===== src/rtl/xlat_pkg.sv =====
package xlat_pkg;
   typedef enum logic [1:0] {
      XS_IDLE = 2'd0,
      XS_SEC  = 2'd1,
      XS_WALK = 2'd2
   } xlat_state_e;
endpackage


===== src/rtl/xlat_l1_dm.sv =====
// Direct-mapped first level; never holds I/O pages.
module xlat_l1_dm #(
   parameter int unsigned VPN_W = 20,
   parameter int unsigned PPN_W = 20,
   parameter int unsigned IDX_W = 6
) (
   input  logic             clk,
   input  logic             rst_n,
   input  logic             inval,
   input  logic [VPN_W-1:0] lk_vpn,
   input  logic             lk_mode,
   output logic             lk_hit,
   output logic [PPN_W-1:0] lk_ppn,
   input  logic             wr_en,
   input  logic [VPN_W-1:0] wr_vpn,
   input  logic             wr_mode,
   input  logic [PPN_W-1:0] wr_ppn
);
   localparam int unsigned DEPTH = 1 << IDX_W;
   localparam int unsigned TAG_W = VPN_W - IDX_W + 1;

   logic [DEPTH-1:0] vld_q;
   logic [TAG_W-1:0] tag_q [DEPTH];
   logic [PPN_W-1:0] ppn_q [DEPTH];

   logic [IDX_W-1:0] lk_idx, wr_idx;
   logic [TAG_W-1:0] lk_tag, wr_tag;

   assign lk_idx = lk_vpn[IDX_W-1:0];
   assign wr_idx = wr_vpn[IDX_W-1:0];
   assign lk_tag = {lk_mode, lk_vpn[VPN_W-1:IDX_W]};
   assign wr_tag = {wr_mode, wr_vpn[VPN_W-1:IDX_W]};

   always_ff @(posedge clk or negedge rst_n) begin
      if (!rst_n)     vld_q <= '0;
      else if (inval) vld_q <= '0;
      else if (wr_en) vld_q[wr_idx] <= 1'b1;
   end

   always_ff @(posedge clk) begin
      if (wr_en) begin
         tag_q[wr_idx] <= wr_tag;
         ppn_q[wr_idx] <= wr_ppn;
      end
   end

   assign lk_hit = vld_q[lk_idx] && (tag_q[lk_idx] == lk_tag);
   assign lk_ppn = ppn_q[lk_idx];
endmodule


===== src/rtl/xlat_l2_fa.sv =====
// Fully associative second level with invalid-first, round-robin fill.
module xlat_l2_fa #(
   parameter int unsigned VPN_W = 20,
   parameter int unsigned PPN_W = 20,
   parameter int unsigned WAYS  = 4
) (
   input  logic             clk,
   input  logic             rst_n,
   input  logic             inval,
   input  logic [VPN_W-1:0] lk_vpn,
   input  logic             lk_mode,
   output logic             lk_hit,
   output logic [PPN_W-1:0] lk_ppn,
   output logic             lk_io,
   input  logic             wr_en,
   input  logic [VPN_W-1:0] wr_vpn,
   input  logic             wr_mode,
   input  logic [PPN_W-1:0] wr_ppn,
   input  logic             wr_io
);
   localparam int unsigned WAY_W = $clog2(WAYS);

   logic [WAYS-1:0]  vld_vec;
   logic [WAYS-1:0]  hit_vec;
   logic [WAYS-1:0]  io_vec;
   logic [PPN_W-1:0] ppn_vec [WAYS];
   logic [WAY_W-1:0] rr_q;
   logic [WAY_W-1:0] victim;
   logic             have_free;

   always_comb begin
      victim    = rr_q;
      have_free = 1'b0;
      for (int i = 0; i < WAYS; i++) begin
         if (!vld_vec[i] && !have_free) begin
            victim    = WAY_W'(i);
            have_free = 1'b1;
         end
      end
   end

   always_ff @(posedge clk or negedge rst_n) begin
      if (!rst_n)                  rr_q <= '0;
      else if (inval)              rr_q <= '0;
      else if (wr_en && !have_free) rr_q <= rr_q + 1'b1;
   end

   for (genvar w = 0; w < WAYS; w++) begin : g_way
      logic             v_q;
      logic             mode_q;
      logic             io_q;
      logic [VPN_W-1:0] vpn_q;
      logic [PPN_W-1:0] ppn_q;
      logic             sel;

      assign sel = wr_en && (victim == WAY_W'(w));

      always_ff @(posedge clk or negedge rst_n) begin
         if (!rst_n)     v_q <= 1'b0;
         else if (inval) v_q <= 1'b0;
         else if (sel)   v_q <= 1'b1;
      end

      always_ff @(posedge clk) begin
         if (sel) begin
            vpn_q  <= wr_vpn;
            mode_q <= wr_mode;
            ppn_q  <= wr_ppn;
            io_q   <= wr_io;
         end
      end

      assign vld_vec[w] = v_q;
      assign hit_vec[w] = v_q && (vpn_q == lk_vpn) && (mode_q == lk_mode);
      assign io_vec[w]  = io_q;
      assign ppn_vec[w] = ppn_q;
   end

   always_comb begin
      lk_ppn = '0;
      lk_io  = 1'b0;
      for (int i = 0; i < WAYS; i++) begin
         if (hit_vec[i]) begin
            lk_ppn = lk_ppn | ppn_vec[i];
            lk_io  = lk_io | io_vec[i];
         end
      end
   end

   assign lk_hit = |hit_vec;
endmodule


===== src/rtl/xlat_ctrl.sv =====
// Sequencer: primary probe, secondary search, walk or identity resolve.
module xlat_ctrl
   import xlat_pkg::*;
#(
   parameter int unsigned VPN_W       = 20,
   parameter int unsigned PPN_W       = 20,
   parameter int unsigned IO_BASE_PPN = 'hF0000
) (
   input  logic             clk,
   input  logic             rst_n,
   input  logic             req_valid,
   output logic             req_ready,
   input  logic [VPN_W-1:0] req_vpn,
   input  logic             req_mode,
   input  logic             pri_hit,
   input  logic [PPN_W-1:0] pri_ppn,
   input  logic             sec_hit,
   input  logic [PPN_W-1:0] sec_ppn,
   input  logic             sec_io,
   output logic             walk_req_valid,
   output logic [VPN_W-1:0] walk_req_vpn,
   input  logic             walk_rsp_valid,
   input  logic [PPN_W-1:0] walk_rsp_ppn,
   input  logic             walk_rsp_io,
   output logic [VPN_W-1:0] cur_vpn,
   output logic             cur_mode,
   output logic             fill_sec,
   output logic             fill_pri,
   output logic [PPN_W-1:0] fill_ppn,
   output logic             fill_io,
   output logic             rsp_valid,
   output logic [PPN_W-1:0] rsp_ppn,
   output logic             rsp_io
);
   xlat_state_e      state_q, state_d;
   logic             accept;
   logic             pri_done, sec_done, ident_done, walk_done, fill_any;
   logic [PPN_W-1:0] ident_ppn;
   logic             ident_io;

   assign req_ready  = (state_q == XS_IDLE);
   assign accept     = req_valid && req_ready;
   assign pri_done   = accept && pri_hit;
   assign sec_done   = (state_q == XS_SEC) && sec_hit;
   assign ident_done = (state_q == XS_SEC) && !sec_hit && !cur_mode;
   assign walk_done  = (state_q == XS_WALK) && walk_rsp_valid;
   assign fill_any   = ident_done || walk_done;

   assign ident_ppn = PPN_W'(cur_vpn);
   assign ident_io  = (ident_ppn >= PPN_W'(IO_BASE_PPN));

   assign fill_ppn = walk_done ? walk_rsp_ppn : ident_ppn;
   assign fill_io  = walk_done ? walk_rsp_io  : ident_io;
   assign fill_sec = fill_any;
   assign fill_pri = fill_any && !fill_io;

   assign walk_req_valid = (state_q == XS_WALK);
   assign walk_req_vpn   = cur_vpn;

   always_comb begin
      state_d = state_q;
      unique case (state_q)
         XS_IDLE: if (accept && !pri_hit) state_d = XS_SEC;
         XS_SEC:  state_d = (!sec_hit && cur_mode) ? XS_WALK : XS_IDLE;
         XS_WALK: if (walk_rsp_valid) state_d = XS_IDLE;
         default: state_d = XS_IDLE;
      endcase
   end

   always_ff @(posedge clk or negedge rst_n) begin
      if (!rst_n) begin
         state_q   <= XS_IDLE;
         cur_vpn   <= '0;
         cur_mode  <= 1'b0;
         rsp_valid <= 1'b0;
         rsp_ppn   <= '0;
         rsp_io    <= 1'b0;
      end else begin
         state_q   <= state_d;
         rsp_valid <= pri_done || sec_done || fill_any;
         if (accept) begin
            cur_vpn  <= req_vpn;
            cur_mode <= req_mode;
         end
         if (pri_done) begin
            rsp_ppn <= pri_ppn;
            rsp_io  <= 1'b0;
         end else if (sec_done) begin
            rsp_ppn <= sec_ppn;
            rsp_io  <= sec_io;
         end else if (fill_any) begin
            rsp_ppn <= fill_ppn;
            rsp_io  <= fill_io;
         end
      end
   end
endmodule


===== src/rtl/xlat_tlb2_top.sv =====
module xlat_tlb2_top #(
   parameter int unsigned VPN_W       = 20,
   parameter int unsigned PPN_W       = 20,
   parameter int unsigned PRI_IDX_W   = 6,
   parameter int unsigned SEC_WAYS    = 4,
   parameter int unsigned IO_BASE_PPN = 'hF0000
) (
   input  logic             clk,
   input  logic             rst_n,
   input  logic             req_valid,
   output logic             req_ready,
   input  logic [VPN_W-1:0] req_vpn,
   input  logic             req_xlate_en,
   output logic             rsp_valid,
   output logic [PPN_W-1:0] rsp_ppn,
   output logic             rsp_io,
   output logic             walk_req_valid,
   output logic [VPN_W-1:0] walk_req_vpn,
   input  logic             walk_rsp_valid,
   input  logic [PPN_W-1:0] walk_rsp_ppn,
   input  logic             walk_rsp_io,
   input  logic             inval_all
);
   if (VPN_W <= PRI_IDX_W) begin : g_bad_idx
      $error("xlat_tlb2_top: VPN_W must exceed PRI_IDX_W");
   end
   if (PPN_W < VPN_W) begin : g_bad_ppn
      $error("xlat_tlb2_top: identity map needs PPN_W >= VPN_W");
   end
   if (SEC_WAYS < 2 || (SEC_WAYS & (SEC_WAYS - 1)) != 0) begin : g_bad_ways
      $error("xlat_tlb2_top: SEC_WAYS must be a power of two >= 2");
   end

   logic             pri_hit, sec_hit, sec_io;
   logic [PPN_W-1:0] pri_ppn, sec_ppn;
   logic [VPN_W-1:0] cur_vpn;
   logic             cur_mode;
   logic             fill_sec, fill_pri, fill_io;
   logic [PPN_W-1:0] fill_ppn;

   xlat_ctrl #(.VPN_W(VPN_W), .PPN_W(PPN_W), .IO_BASE_PPN(IO_BASE_PPN)) u_ctrl (
      .clk(clk), .rst_n(rst_n),
      .req_valid(req_valid), .req_ready(req_ready),
      .req_vpn(req_vpn), .req_mode(req_xlate_en),
      .pri_hit(pri_hit), .pri_ppn(pri_ppn),
      .sec_hit(sec_hit), .sec_ppn(sec_ppn), .sec_io(sec_io),
      .walk_req_valid(walk_req_valid), .walk_req_vpn(walk_req_vpn),
      .walk_rsp_valid(walk_rsp_valid), .walk_rsp_ppn(walk_rsp_ppn),
      .walk_rsp_io(walk_rsp_io),
      .cur_vpn(cur_vpn), .cur_mode(cur_mode),
      .fill_sec(fill_sec), .fill_pri(fill_pri),
      .fill_ppn(fill_ppn), .fill_io(fill_io),
      .rsp_valid(rsp_valid), .rsp_ppn(rsp_ppn), .rsp_io(rsp_io)
   );

   xlat_l1_dm #(.VPN_W(VPN_W), .PPN_W(PPN_W), .IDX_W(PRI_IDX_W)) u_pri (
      .clk(clk), .rst_n(rst_n), .inval(inval_all),
      .lk_vpn(req_vpn), .lk_mode(req_xlate_en),
      .lk_hit(pri_hit), .lk_ppn(pri_ppn),
      .wr_en(fill_pri), .wr_vpn(cur_vpn), .wr_mode(cur_mode), .wr_ppn(fill_ppn)
   );

   xlat_l2_fa #(.VPN_W(VPN_W), .PPN_W(PPN_W), .WAYS(SEC_WAYS)) u_sec (
      .clk(clk), .rst_n(rst_n), .inval(inval_all),
      .lk_vpn(cur_vpn), .lk_mode(cur_mode),
      .lk_hit(sec_hit), .lk_ppn(sec_ppn), .lk_io(sec_io),
      .wr_en(fill_sec), .wr_vpn(cur_vpn), .wr_mode(cur_mode),
      .wr_ppn(fill_ppn), .wr_io(fill_io)
   );
endmodule


===== config.mk =====
export PLATFORM = sky130hd
export DESIGN_NAME = xlat_tlb2_top
export DESIGN_NICKNAME = d
export VERILOG_FILES = /design/src/rtl/xlat_pkg.sv /design/src/rtl/xlat_l1_dm.sv /design/src/rtl/xlat_l2_fa.sv /design/src/rtl/xlat_ctrl.sv /design/src/rtl/xlat_tlb2_top.sv
export SDC_FILE = /design/constraint.sdc
export NUM_CORES = 2
export LEC_CHECK = 0
export ABC_AREA = 1
export ABC_CLOCK_PERIOD_IN_PS = 7100
export CAP_MARGIN = 10
export CORE_MARGIN = 2
export CORE_UTILIZATION = 30
export DETAILED_ROUTE_END_ITERATION = 10
export DONT_BUFFER_PORTS = 1
export PLACE_DENSITY = 0.52
export SYNTH_ARGS = -nofsm -noshare
export SYNTH_HDL_FRONTEND = slang
export SYNTH_SLANG_ARGS = --single-unit

===== constraint.sdc =====
create_clock -name clk -period 7.1 [get_ports clk]
set_input_delay 0.71 -clock clk [delete_from_list [all_inputs] [get_ports clk]]
set_output_delay 0.71 -clock clk [all_outputs]
set_load 0.005 [all_outputs]

# Yosys cells after proc, flatten, opt, wreduce, memory -nomap -nowiden
# Memories as Yosys holds them, arrays and structs flattened.
# Cells that the tools add are included.
[classes]
add_sub_neg = 1
multipliers = 0
div_mod_pow = 0
order_cmp = 4
n_eq_ne = 16
shifts = 0
muxes = 46
bitwise_logic = 7
n_reduce_logical = 51
[ops]
columns = ["cell", "n"]
rows = [
  ["2-to-1 mux 20 bit", 8],
  ["2-to-1 mux 64 bit", 2],
  ["equality test 20 bit", 4],
  ["bitwise OR 64 bit", 1],
  ["bitwise OR 20 bit", 3],
  ["logical AND 1 bit", 27],
  ["2-to-1 mux 1 bit", 24],
  ["greater-or-equal comparator 20 bit (second input constant)", 1],
  ["2-to-1 mux 2 bit", 9],
  ["equality test 15 bit", 1],
  ["less-than comparator 6 x 7 -> 1 bit (second input constant)", 2],
  ["nonzero test 2 bit", 6],
  ["logical NOT 1 bit", 10],
  ["binary-select mux 1 bit (select 6 bit)", 1],
  ["demux 1 bit (select 6 bit)", 1],
  ["equality test 2 bit (second input constant)", 3],
  ["greater-or-equal comparator 6 x 1 -> 1 bit (second input constant)", 1],
  ["case mux 2 bit (3 select lines)", 1],
  ["equality test 1 bit", 4],
  ["equality test 2 x 1 -> 1 bit (second input constant)", 2],
  ["logical NOT 2 bit", 2],
  ["OR reduction 4 bit", 1],
  ["logical OR 1 bit", 3],
  ["bitwise OR 1 bit", 3],
  ["5 further kinds", 5],
]
[totals]
reg_bits = 283
latch_bits = 0
ramBits = 2240
mem_bits_ro = 0
out_inout_bits = 44
mem_count = 2
[memory_table]
columns = ["memory", "words", "word_bits", "read_ports", "rd_ports_with_merged_regs", "wr", "line_no", "source"]
rows = [
  ["u_pri.ppn_q", 64, 20, 1, 0, 1, "xlat_l1_dm.sv:24", "logic [PPN_W-1:0] ppn_q [DEPTH];"],
  ["u_pri.tag_q", 64, 15, 1, 0, 1, "xlat_l1_dm.sv:23", "logic [TAG_W-1:0] tag_q [DEPTH];"],
]

# Logic depth before layout (Yosys ltp)
[logic_depth]
ltp_word = 13
depth_mapped = 22

# Modules after synthesis
# Synthesis repeated with hierarchy kept, for this count alone.
[unflattened]
hier_cells = 8486
hier_area_um2 = 102608.4
[by_module_without_submodules]
columns = ["module", "instances", "cells_per_inst", "area_each_um2", "seq_area_each_um2"]
rows = [
  ["xlat_l1_dm", 1, 7285, 92087.1, 68866.0],
  ["xlat_l2_fa", 1, 821, 7790.0, 5195.0],
  ["xlat_ctrl", 1, 380, 2731.4, 1126.1],
]

# Least setup slack after synthesis
# No wires, ideal clock.
[synth_timing]
path_kind = "reg-to-reg"
from = "reg u_ctrl.cur_vpn[13]"
to = "reg u_sec.g_way[3].io_q (enable)"
arrival_time_ns = 4.587
required_time_ns = 6.657
path_slack_ns = 2.070
stages_incl_launch_ff = 13
path_buffers = 1
synth_period_minus_slack_ns = 5.030
cell_sequence = "dfrtp_1 -> clkinv_1 -> or2_2 -> nand3b_1 -> nor4_1 -> nand3_1 -> nand2_1 -> nor2_1 -> nand3_1 -> nand2_1 -> buf_2 -> nand2_1 -> nor2_1"
[synth_between]
elab_chain_cells = 9
[synth_rtl]
columns = ["item", "line_no", "source"]
rows = [
  ["start: declaration", "xlat_ctrl.sv:25", "output logic [VPN_W-1:0] cur_vpn,"],
  ["start signal: assignment", "xlat_ctrl.sv:82", "cur_vpn <= req_vpn;"],
  ["equality test 20 bit", "xlat_l2_fa.sv:74", "assign hit_vec[w] = v_q && (vpn_q == lk_vpn) && (mode_q == lk_mode);"],
  ["logical AND 1 bit (2 in a row)", "xlat_l2_fa.sv:74", ""],
  ["OR reduction 4 bit *", "xlat_l2_fa.sv:90", "assign lk_hit = |hit_vec;"],
  ["logical NOT 1 bit *", "xlat_ctrl.sv:45", "assign ident_done = (state_q == XS_SEC) && !sec_hit && !cur_mode;"],
  ["logical AND 1 bit * (2 in a row)", "xlat_ctrl.sv:45", ""],
  ["logical OR 1 bit *", "xlat_ctrl.sv:47", "assign fill_any = ident_done || walk_done;"],
  ["logical AND 1 bit *", "xlat_l2_fa.sv:56", "assign sel = wr_en && (victim == WAY_W'(w));"],
  ["named net u_sec.g_way[3].sel", "xlat_l2_fa.sv:54", "logic sel;"],
  ["end signal: assignment", "xlat_l2_fa.sv:69", "io_q <= wr_io;"],
  ["end: declaration", "xlat_l2_fa.sv:51", "logic io_q;"],
]
# The timed path passes the listed nets; every way through them passes the cells marked *.
# A chain may end at the register's enable or synchronous reset.

# Worst setup path after layout
[layout_timing]
from = "in req_vpn[1]"
to = "reg u_ctrl.rsp_ppn[6]"
[layout_between]
elab_chain_cells = 5
[layout_rtl]
columns = ["item", "line_no", "source"]
rows = [
  ["start: declaration", "xlat_tlb2_top.sv:12", "input logic [VPN_W-1:0] req_vpn,"],
  ["memory (64 x 15 bit) or binary-select mux 1 bit (select 6 bit) (tied branches)", "--", ""],
  ["equality test 15 bit or 2-to-1 mux 1 bit (tied branches)", "xlat_l1_dm.sv:47", "assign lk_hit = vld_q[lk_idx] && (tag_q[lk_idx] == lk_tag);"],
  ["logical AND 1 bit", "xlat_l1_dm.sv:47", ""],
  ["logical AND 1 bit", "xlat_ctrl.sv:43", "assign pri_done = accept && pri_hit;"],
  ["nonzero test 3 bit (no line) or 2-to-1 mux 20 bit (tied branches)", "--", ""],
  ["end signal: assignment", "xlat_ctrl.sv:86", "rsp_ppn <= pri_ppn;"],
  ["end signal: assignment", "xlat_ctrl.sv:89", "rsp_ppn <= sec_ppn;"],
  ["end signal: assignment", "xlat_ctrl.sv:92", "rsp_ppn <= fill_ppn;"],
  ["end: declaration", "xlat_ctrl.sv:32", "output logic [PPN_W-1:0] rsp_ppn,"],
]
# Several ways; a longest one is shown, not always the timed one. The select of a mux whose other input is x is not followed.

==> results.md <==
- Outcome: finished with violations
- Violated checks: slew limit, setup timing
- Synth Warn #: 0
- Starting density of the core: 0.301
- Seq cells post-synth: 2,523
- CTS Buf Count: 291
- Final Hold Viols: 0
- # IOs: 91
- Root Driver: clkbuf_16
- Synthesis-to-layout area growth: 14.5%
- # rows: 213
- Clock power share: 0.359
- Final worst path period share: 1.05
- Placed Area: 107,000 µm²
- Leak: 38.9 nW
- Reg power frac: 0.497
- Int Power: 0.0285 W
- Final instance area: 116,000 µm²
- Final setup margin: -388 ps
- Routability Congestion: 0.847
- Final slew viol count: 921
- Layout cells sized above 1: 0.0844
- Worst EP required: 7890 ps
- Final setup violation count: 22
- Initial antenna violation count: 5
- Worst slew pin tran: 3680 ps
- Post-synth EDFFs: 2,408
- Fin Setup TNS: -6160 ps
- Clock latency on the worst-skew pair: 930 ps
- R2R setup slack: 1560 ps
- Vias in the first global route: 63.6k
- Syn Nets: 8,175
- Worst Hold End: u_ctrl.cur_vpn[16]$_DFFE_PN0P_
- Logic pwr share: 0.144
- Total Power: 0.0394 W
- Vias per Instance: 5.23
- Final min period: 7490 ps
- Ys flop type: edfxtp_1
- DPL Wire Length: 162 mm
- Max Buffers Root-to-Sink: 4
- DIE AREA: 341,000 µm²
- Peak Freq: 134 MHz
- Crit-path max FO: 582
- RR Endpoint: u_pri.tag_q[14][9]$_DFFE_PP_
- Chip height: 584 µm
- # H-tree levels: 5
- Drc violations: 0
- Drt first pass iters: 8
- Syn Std Cell Area: 101,000 µm²
- Library cells used by synthesis: 43
- First-pass GRT wire length: 458 mm
- Clk sinks: 2,523
- Switching Power: 0.0109 W
- Vias: 66.9k
- Register area share after synthesis: 0.744
- CP arrival: 8280 ps
- Sw Ratio: 0.277
- Port Buffer Count: 0
- Clock slew seen by the registers of the worst setup and hold paths: 60 ps
- WL final: 318 mm
- HP Start: req_vpn[16]
- TritonCTS clock tree: built
- R2R depth: 19
- Core area: 336,000 µm²
- Hold-critical path depth: 2
- GRT Total Usage: 0.181
- Setup CP Type: in2reg
- Power Dens Cells: 340 nW/µm²
- Syn avg cell area: 12.4 µm²
- Max-slew headroom: -1.45
- Async S/R FF share, synth: 0.0456
- Maximum VDD drop: 293 µV
- Post-Synthesis Cells: 8,128
- Post-route antenna net violation count: 0
- Clock Skew: 54.6 ps
- Max Cap Viol: 0
- RSZ-0062 raised after global routing: no
- Final nets: 8,116
- Gr ovfl total: 0
- Initial DRC Count: 7,494
- Crit path launch type: input port
- Largest net degree at the start of global routing: 1,155
- Reg2Reg Launch Point: u_ctrl.cur_vpn[5]$_DFFE_PN0P_
- Avg WL per Cell: 24.9 µm
- Die Wd: 584 µm
- Hold Path Class: in2reg
- Critical path capture point type: register
## worst max-delay path by stage
stage | from | to | slack, ps | cells after the start
2_1_floorplan | u_ctrl.cur_vpn[13]$_DFFE_PN0P_ | u_sec.g_way[3].io_q$_DFFE_PP_ | 2070 | 12
3_3_place_gp | req_vpn[0] | u_ctrl.rsp_ppn[13]$_DFFE_PN0P_ | 1220 | 19
3_5_place_dp | req_vpn[0] | u_ctrl.rsp_ppn[6]$_DFFE_PN0P_ | 1200 | 19
4_1_cts | u_ctrl.cur_vpn[5]$_DFFE_PN0P_ | u_pri.tag_q[14][9]$_DFFE_PP_ | 1680 | 19
5_1_grt | u_ctrl.cur_vpn[5]$_DFFE_PN0P_ | u_pri.tag_q[14][9]$_DFFE_PP_ | 1320 | 19
6_report | req_vpn[1] | u_ctrl.rsp_ppn[6]$_DFFE_PN0P_ | -390 | 19
## through the flow
step	cells	util	setup slack [ps]	hold WS, ps
global route	12789	0.344	1320	10.7
floorplan	8128	-	2070	414
global placement	12279	0.317	1220	420
CTS	12784	0.344	1680	3.61
detailed placement	12279	0.317	1200	421
finish	12792	0.344	-388	47.1
## metal layers
layer	track usage	share of wire	up-vias
met5	0	0.000082	-
met4	0.0609	0.033	4
met3	0.0273	0.074	556
met2	0.288	0.46	2882
met1	0.252	0.43	33981
li1	-	-	29488
## area by class of cell
type,instances,area [µm²]
Antenna cell,4,10.0
Clock buffer,374,7750
Clock inverter,123,1040
Fill cell,32590,220000
Inverter,259,1010
Multi-Input combinational cell,4797,22700
Sequential cell,2523,75200
Tap cell,4515,5650
Timing Repair Buffer,197,2320
## state kept, by name (all words and copies together) (netlist names)
name                flops
u_sec.rr_q              2
u_sec.g_way.io_q        4
u_ctrl.rsp_ppn         20
u_pri.tag_q           960
u_pri.vld_q            64
u_sec.g_way.ppn_q      80
u_ctrl.state_q          2
u_sec.g_way.vpn_q      80
u_ctrl.cur_vpn         20
u_ctrl.cur_mode         1
u_pri.ppn_q          1280
u_ctrl.rsp_io           1
u_sec.g_way.mode_q      4
u_ctrl.rsp_valid        1
u_sec.g_way.v_q         4
## logic make-up (layout without fill, tap and decap cells)
group	after synthesis	in the layout	share of synthesized area
simple gates	3292	3292	0.138
flops	2523	2523	0.744
compound gates	1489	1489	0.0831
buf+inv	808	953	0.0338
xor+xnor	16	16	0.00139
other cells	0	4	0
## synth_stat cells (2+ instances only)
master    instances  area share
nand4_1          20      0.0012
o21ai_0         838       0.042
inv_2            10     0.00037
nand3_1        1071       0.053
o21a_1           40      0.0030
dfrtp_1         115       0.028
o311ai_1          2     0.00017
o22ai_1         382       0.024
o211ai_1         40      0.0030
clkbuf_1        278       0.010
inv_1           238      0.0088
buf_4            27      0.0020
nor4_1            2     0.00012
edfxtp_1       2408        0.72
nand3b_1          6     0.00045
nor2_1          896       0.033
and3_1            2     0.00012
buf_2           211       0.010
nand2_1        1237       0.046
o221ai_1         60      0.0052
nor3_1           32      0.0016
clkinv_1         11     0.00041
a21oi_1          83      0.0041
o32ai_1           2     0.00017
xor2_1            4     0.00035
a22o_1            2     0.00017
xnor2_1          12      0.0010
nor2_2            2     0.00012
o21bai_1          2     0.00015
buf_6             2     0.00022
buf_1            31      0.0012
or2_2            18      0.0011
o21ai_1          33      0.0016
nor2_4            2     0.00022
## power by group through the flow
stage	Sequential (W)	Clock, W	Combinational (W)
2_1_floorplan	0.0202	0	0.00252
3_3_place_gp	0.0198	0	0.00547
3_5_place_dp	0.0199	0	0.00555
4_1_cts	0.0196	0.0144	0.00557
5_1_grt	0.0196	0.0149	0.00609
6_report	0.0196	0.0142	0.00567
## worst max-delay path, stage by stage
cell     delay [ps]
inv_8          2220
buf_4           460
nand3_1         110
nand3_1         110
nand2_1          90
nand2_1         100
nand2_1          60
nand2_1         190
nand3_1         240
nand3_1         140
nand2_1          60
nor2_1          100
nand2_1         110
nor2_4          470
nand3_4         480
nand2_4         380
inv_2           110
nand2_1          80
nand2_1          50
## cells in the final DEF (no fill, tap or decap), drive strengths merged, types with 2 or more instances in the layout
master       Yosys  routed
o21a            40      40
buf            271     191
a22o             2       2
o211ai          40      40
xor2             4       4
o221ai          60      60
clkbuf         278     374
nor2           900     900
o32ai            2       2
nand3b           6       6
xnor2           12      12
nand2         1238    1238
o21bai           2       2
clkinv          11     107
o21ai          871     871
nand3         1072    1072
o22ai          382     382
dlygate4sd3      0       6
edfxtp        2408    2408
diode            0       4
nor3            32      32
or2             19      19
bufinv           0      18
nor4             2       2
dfrtp          115     115
nand4           20      20
clkinvlp         0       5
a21oi           83      83
inv            248     252
and3             2       2
o311ai           2       2
## repair_timing
action | CTS | global route
endpoints found under the setup margin | 0 | 0
hold buffers | 8 | 0
resized for setup | 0 | 0
buffers inserted | 0 | 0
hold endpoints to repair | 149 | 0
Power figures use the tool's default switching activity.
